**config.mk**
```make
export PLATFORM = sky130hd
export DESIGN_NAME = tmr_edge_counter
export DESIGN_NICKNAME = d
export VERILOG_FILES = /design/src/rtl/tmr_pkg.sv /design/src/rtl/tmr_edge_det.sv /design/src/rtl/tmr_reg_file.sv /design/src/rtl/tmr_count_core.sv /design/src/rtl/tmr_edge_counter.sv
export SDC_FILE = /design/constraint.sdc
export NUM_CORES = 1
export LEC_CHECK = 0
export ABC_AREA = 1
export BUFFER_PORTS_ARGS = -buffer_cell sky130_fd_sc_hd__buf_2
export CORE_AREA = 2 2 217 112
export DETAILED_ROUTE_END_ITERATION = 8
export DIE_AREA = 0 0 219 114
export PLACE_DENSITY_LB_ADDON = 0.05
export SLEW_MARGIN = 40
export SYNTH_ARGS = -nofsm -noshare
export SYNTH_HDL_FRONTEND = slang
export SYNTH_HIERARCHICAL = 1
export SYNTH_SLANG_ARGS = --single-unit
```
**constraint.sdc**
```tcl
create_clock -name clk -period 5.1 [get_ports clk]
set_clock_uncertainty 0.15 [all_clocks]
set_input_delay 0.255 -clock clk [delete_from_list [all_inputs] [get_ports clk]]
set_output_delay 0.255 -clock clk [all_outputs]
set_load 0.03 [all_outputs]
```
**src/rtl/tmr_pkg.sv**
```systemverilog
package tmr_pkg;

    localparam int CAP_N = 4;
    localparam int SEL_W = $clog2(CAP_N);

    typedef enum logic [1:0] {
        MODE_TIMER = 2'b00,
        MODE_RISE  = 2'b01,
        MODE_FALL  = 2'b10,
        MODE_BOTH  = 2'b11
    } cnt_mode_e;

    typedef enum logic [1:0] {
        ACT_NONE   = 2'b00,
        ACT_RSVD   = 2'b01,
        ACT_SET    = 2'b10,
        ACT_TOGGLE = 2'b11
    } match_act_e;

    typedef enum logic [1:0] {
        ADDR_CTL    = 2'd0,
        ADDR_PRE    = 2'd1,
        ADDR_MATCH  = 2'd2,
        ADDR_CAPCTL = 2'd3
    } reg_addr_e;

    // count control word, 8 bits
    typedef struct packed {
        logic             clr_fall;
        logic [SEL_W-1:0] clr_sel;
        logic             clr_en;
        logic [SEL_W-1:0] cnt_sel;
        cnt_mode_e        mode;
    } cnt_ctl_t;

    // capture / match control word, 6 bits
    typedef struct packed {
        match_act_e       act;
        logic             cap_fall;
        logic             cap_rise;
        logic [SEL_W-1:0] cap_sel;
    } cap_ctl_t;

    function automatic logic edge_hit(cnt_mode_e m, logic r, logic f);
        case (m)
            MODE_RISE: return r;
            MODE_FALL: return f;
            MODE_BOTH: return r | f;
            default:   return 1'b1;
        endcase
    endfunction

    function automatic logic act_requests(match_act_e a);
        return (a == ACT_SET) || (a == ACT_TOGGLE);
    endfunction

endpackage

```
**src/rtl/tmr_edge_det.sv**
```systemverilog
module tmr_edge_det #(
    parameter int N = 4
) (
    input  logic         clk,
    input  logic         rst,
    input  logic [N-1:0] pin,
    output logic [N-1:0] rise,
    output logic [N-1:0] fall
);
    for (genvar i = 0; i < N; i++) begin : g_pin
        logic s1, s2, s3;
        always_ff @(posedge clk) begin
            if (rst) begin
                s1 <= 1'b0;
                s2 <= 1'b0;
                s3 <= 1'b0;
            end else begin
                s1 <= pin[i];
                s2 <= s1;
                s3 <= s2;
            end
        end
        assign rise[i] = s2 & ~s3;
        assign fall[i] = ~s2 & s3;
    end
endmodule

```
**src/rtl/tmr_reg_file.sv**
```systemverilog
module tmr_reg_file
    import tmr_pkg::*;
#(
    parameter int TW = 16
) (
    input  logic          clk,
    input  logic          rst,
    input  logic          wr_en,
    input  logic [1:0]    wr_addr,
    input  logic [TW-1:0] wr_data,
    output cnt_ctl_t      ctl,
    output logic [TW-1:0] pre,
    output logic [TW-1:0] match,
    output cap_ctl_t      capctl
);
    localparam int CTL_W = $bits(cnt_ctl_t);
    localparam int CAP_W = $bits(cap_ctl_t);

    always_ff @(posedge clk) begin
        if (rst) begin
            ctl    <= '0;
            pre    <= '0;
            match  <= '0;
            capctl <= '0;
        end else if (wr_en) begin
            case (reg_addr_e'(wr_addr))
                ADDR_CTL:    ctl    <= cnt_ctl_t'(wr_data[CTL_W-1:0]);
                ADDR_PRE:    pre    <= wr_data;
                ADDR_MATCH:  match  <= wr_data;
                ADDR_CAPCTL: capctl <= cap_ctl_t'(wr_data[CAP_W-1:0]);
                default: ;
            endcase
        end
    end
endmodule

```
**src/rtl/tmr_count_core.sv**
```systemverilog
module tmr_count_core #(
    parameter int TW = 16
) (
    input  logic          clk,
    input  logic          rst,
    input  logic          tick,
    input  logic          clr,
    input  logic [TW-1:0] pre,
    output logic [TW-1:0] tc
);
    logic [TW-1:0] pc;

    always_ff @(posedge clk) begin
        if (rst || clr) begin
            pc <= '0;
            tc <= '0;
        end else if (tick) begin
            if (pc >= pre) begin
                pc <= '0;
                tc <= tc + 1'b1;
            end else begin
                pc <= pc + 1'b1;
            end
        end
    end
endmodule

```
**src/rtl/tmr_edge_counter.sv**
```systemverilog
module tmr_edge_counter
    import tmr_pkg::*;
#(
    parameter int TW = 16
) (
    input  logic             clk,
    input  logic             rst,
    input  logic [CAP_N-1:0] cap_in,
    input  logic             wr_en,
    input  logic [1:0]       wr_addr,
    input  logic [TW-1:0]    wr_data,
    output logic [TW-1:0]    count_out,
    output logic [TW-1:0]    capture_out,
    output logic             dma_req
);
    cnt_ctl_t         ctl;
    cap_ctl_t         capctl;
    logic [TW-1:0]    pre_q, match_q, tc_q, cap_q;
    logic [CAP_N-1:0] rise, fall;
    logic             tick, clr_ev, cap_ev;

    tmr_edge_det #(.N(CAP_N)) u_det (
        .clk(clk), .rst(rst), .pin(cap_in), .rise(rise), .fall(fall)
    );

    tmr_reg_file #(.TW(TW)) u_regs (
        .clk(clk), .rst(rst), .wr_en(wr_en), .wr_addr(wr_addr),
        .wr_data(wr_data), .ctl(ctl), .pre(pre_q), .match(match_q),
        .capctl(capctl)
    );

    always_comb begin
        tick   = edge_hit(ctl.mode, rise[ctl.cnt_sel], fall[ctl.cnt_sel]);
        clr_ev = ctl.clr_en && (ctl.clr_fall ? fall[ctl.clr_sel]
                                             : rise[ctl.clr_sel]);
        cap_ev = (capctl.cap_rise && rise[capctl.cap_sel]) ||
                 (capctl.cap_fall && fall[capctl.cap_sel]);
    end

    tmr_count_core #(.TW(TW)) u_core (
        .clk(clk), .rst(rst), .tick(tick), .clr(clr_ev), .pre(pre_q),
        .tc(tc_q)
    );

    always_ff @(posedge clk) begin
        if (rst)         cap_q <= '0;
        else if (cap_ev) cap_q <= tc_q;
    end

    assign count_out   = tc_q;
    assign capture_out = cap_q;
    assign dma_req     = (tc_q == match_q) && act_requests(capctl.act);
endmodule

```
==> metrics.cfg <==
[global_route]
overflow = 0
grt_max_degree = 46
antenna_found_initial = 0
grt_pass1_wl_um = 25800
grt_pass1_vias = 4393
grtUsageTotal_pct = 14.1

[placed_design]
hpwlAfterDp_um = 12400
postPlaceCellArea_um2 = 6120
place_congestion = 0.759
io_buffers = 57

[critical_path]
cp_slowest_cell = nor3_1
cp.arrival_ns = 2.65
worstSetupPathType = flip-flop to flip-flop
cp.required_ns = 5.22
cp-end-kind = flip-flop
startpoint_type = flip-flop
critPathMaxFanout = 18
path_common_cell = nand2_1
crit_chain = inv_1 > nor2_1 > o21ai_0 > nand2_1 > nand2_1 > o211ai_1 > buf_4 > inv_1 > nor3_1 > nand3_1 > nand2_1 > nor2_1
cp_slowest_stage_delay_ns = 0.36

[clocking]
cts_tree = built
worstSkewPairLatency_ns = 0.38
clockBufferDepth = 2
cts_setup_buffers = 0
cts_resized = 0
cts_htree_levels = 3
path_clk_slew_ns = 0.07
hold_buffers = 10
cts_made_buffers = 9
clockRootBuffer = clkbuf_16
clock_sinks = 105

[timing]
setup_viol_count_final = 0
whs_ns = 0.00898
finalHoldViolCount = 0
post-route-period-util_pct = 49.7
worst_pin_slew_ns = 0.738
max_slew_margin_pct = 50.8
fin_tns_setup_ns = 0
min_period_ns = 2.53
rsz0062_at_grt = no
slew_viol_final = 0
max_freq_mhz = 395

[layout]
syn2layout_area_growth_pct = 15.9
drive_above_1_share_pct = 13.3
utilization_pct = 28.0
diodes = 0
final_area_um2 = 6540
final_nets = 938

[routing]
ant_nets = 0
drcViolationCount = 0
wl_per_cell_um = 13.9
drt-initial-drc-count = 340
vias = 4943
wirelength_um = 16900
via_per_inst = 4.07
drt-pass1-iter-count = 5

[pwr]
seqPwrFrac_pct = 45.6
p_sw_share_pct = 29.4
p_int_w = 0.00137
p_leak_nw = 3.20
p_comb_share_pct = 14.2
powerDensity_nw_per_um2 = 298
power_switching_w = 0.000573
pwr-share-clk_pct = 40.2
irDropWorstVdd_v = 0.000134

[floorplan]
start_util_pct = 24.2
dieArea_um2 = 25000
pin_count = 58
row_count = 40
fp.dieW_um = 219
die_h_um = 114
core_um2 = 23300

[yosys]
syn_area_per_cell_um2 = 6.67
synth_cells = 846
syn-num-nets = 889
netlist_area_um2 = 5640
synth_warnings = 6

[min_path]
hold_path_class = input port to flip-flop

[job]
maxCapViolCount = 0

[outcome]
outcome = finished clean

==> final cells by class <==
cell class / instances / area, um^2
Fill cell: 2628 / 16800
Inverter: 144 / 543
Sequential cell: 105 / 2100
Timing Repair Buffer: 68 / 393
Clock inverter: 7 / 95.1
Multi-Input combinational cell: 567 / 2790
Tap cell: 315 / 394
Clock buffer: 9 / 225
==> final timing paths <==
kind,startpoint,end,slack [ns],depth (start not counted)
max,u_det/g_pin[0].s2,u_core/tc[12],2.57,12
min,wr_data[15],u_regs/pre[15],0.009,3
max reg2reg,u_det/g_pin[0].s2,u_core/tc[12],2.57,12
min reg2reg,u_det/g_pin[0].s1,u_det/g_pin[0].s2,0.26,2
==> cells in the final DEF (no fill, tap or decap), types with 2 or more instances in the layout <==
cell,count
clkinvlp_4,4
o21ai_0,13
nand2_4,5
ha_1,18
clkbuf_16,9
dfxtp_1,105
dlygate4sd3_1,10
nand4_1,3
bufinv_16,2
nand2_1,182
nor2_4,2
nand2_2,4
nand3b_1,2
or2_2,4
nor2_1,168
buf_2,57
nor3_1,9
xor2_1,10
xnor2_1,5
nand3_1,43
o21a_1,2
inv_1,142
nor2_2,8
o22ai_1,3
nand3_2,18
a21oi_1,60
==> registers in the layout (all words and copies together), names as in the netlist <==
| signal | count |
|---|---|
| u_det/g_pin.s1 | 4 |
| u_core/pc | 16 |
| capture_out | 16 |
| u_regs/ctl | 8 |
| u_regs/pre | 16 |
| u_det/g_pin.s3 | 4 |
| u_core/tc | 16 |
| u_regs/match | 16 |
| u_regs/capctl | 5 |
| u_det/g_pin.s2 | 4 |
==> critical path: cells and delay by family, from the launching register on <==
family | cells | cell delay [ns]
compound gates | 2 | 0.25
flops | 1 | 0.33
buf+inv | 3 | 0.69
simple gates | 7 | 0.99
==> per-stage QoR <==
stage	worst slack (ns)	total power, W	cells
after floorplan	3.08	0.00111	846
after global routing	2.29	0.00205	1215
after detailed placement	2.63	0.00118	1189
after global placement	2.65	0.00119	1189
final	2.57	0.00195	1215
after CTS	2.61	0.00199	1215
==> power groups by stage <==
| stage | Clock [W] | Combinational [W] | Sequential (W) |
|---|---|---|---|
| final | 0.000784 | 0.000276 | 0.000888 |
| after detailed placement | 0 | 0.000272 | 0.000907 |
| after floorplan | 0 | 0.000198 | 0.000911 |
| after CTS | 0.000822 | 0.000280 | 0.000888 |
| after global routing | 0.000847 | 0.000315 | 0.000893 |
| after global placement | 0 | 0.000278 | 0.000907 |
==> metal layers <==
| layer | up-vias | global-route usage, % | routed length [um] |
|---|---|---|---|
| li1 | 2671 | - | - |
| met1 | 2175 | 23.4 | 10200 |
| met2 | 85 | 16.4 | 5750 |
| met3 | 12 | 3.87 | 790 |
| met4 | 0 | 3.78 | 189 |
| met5 | - | 0 | 0 |
Power figures use the tool's default switching activity.
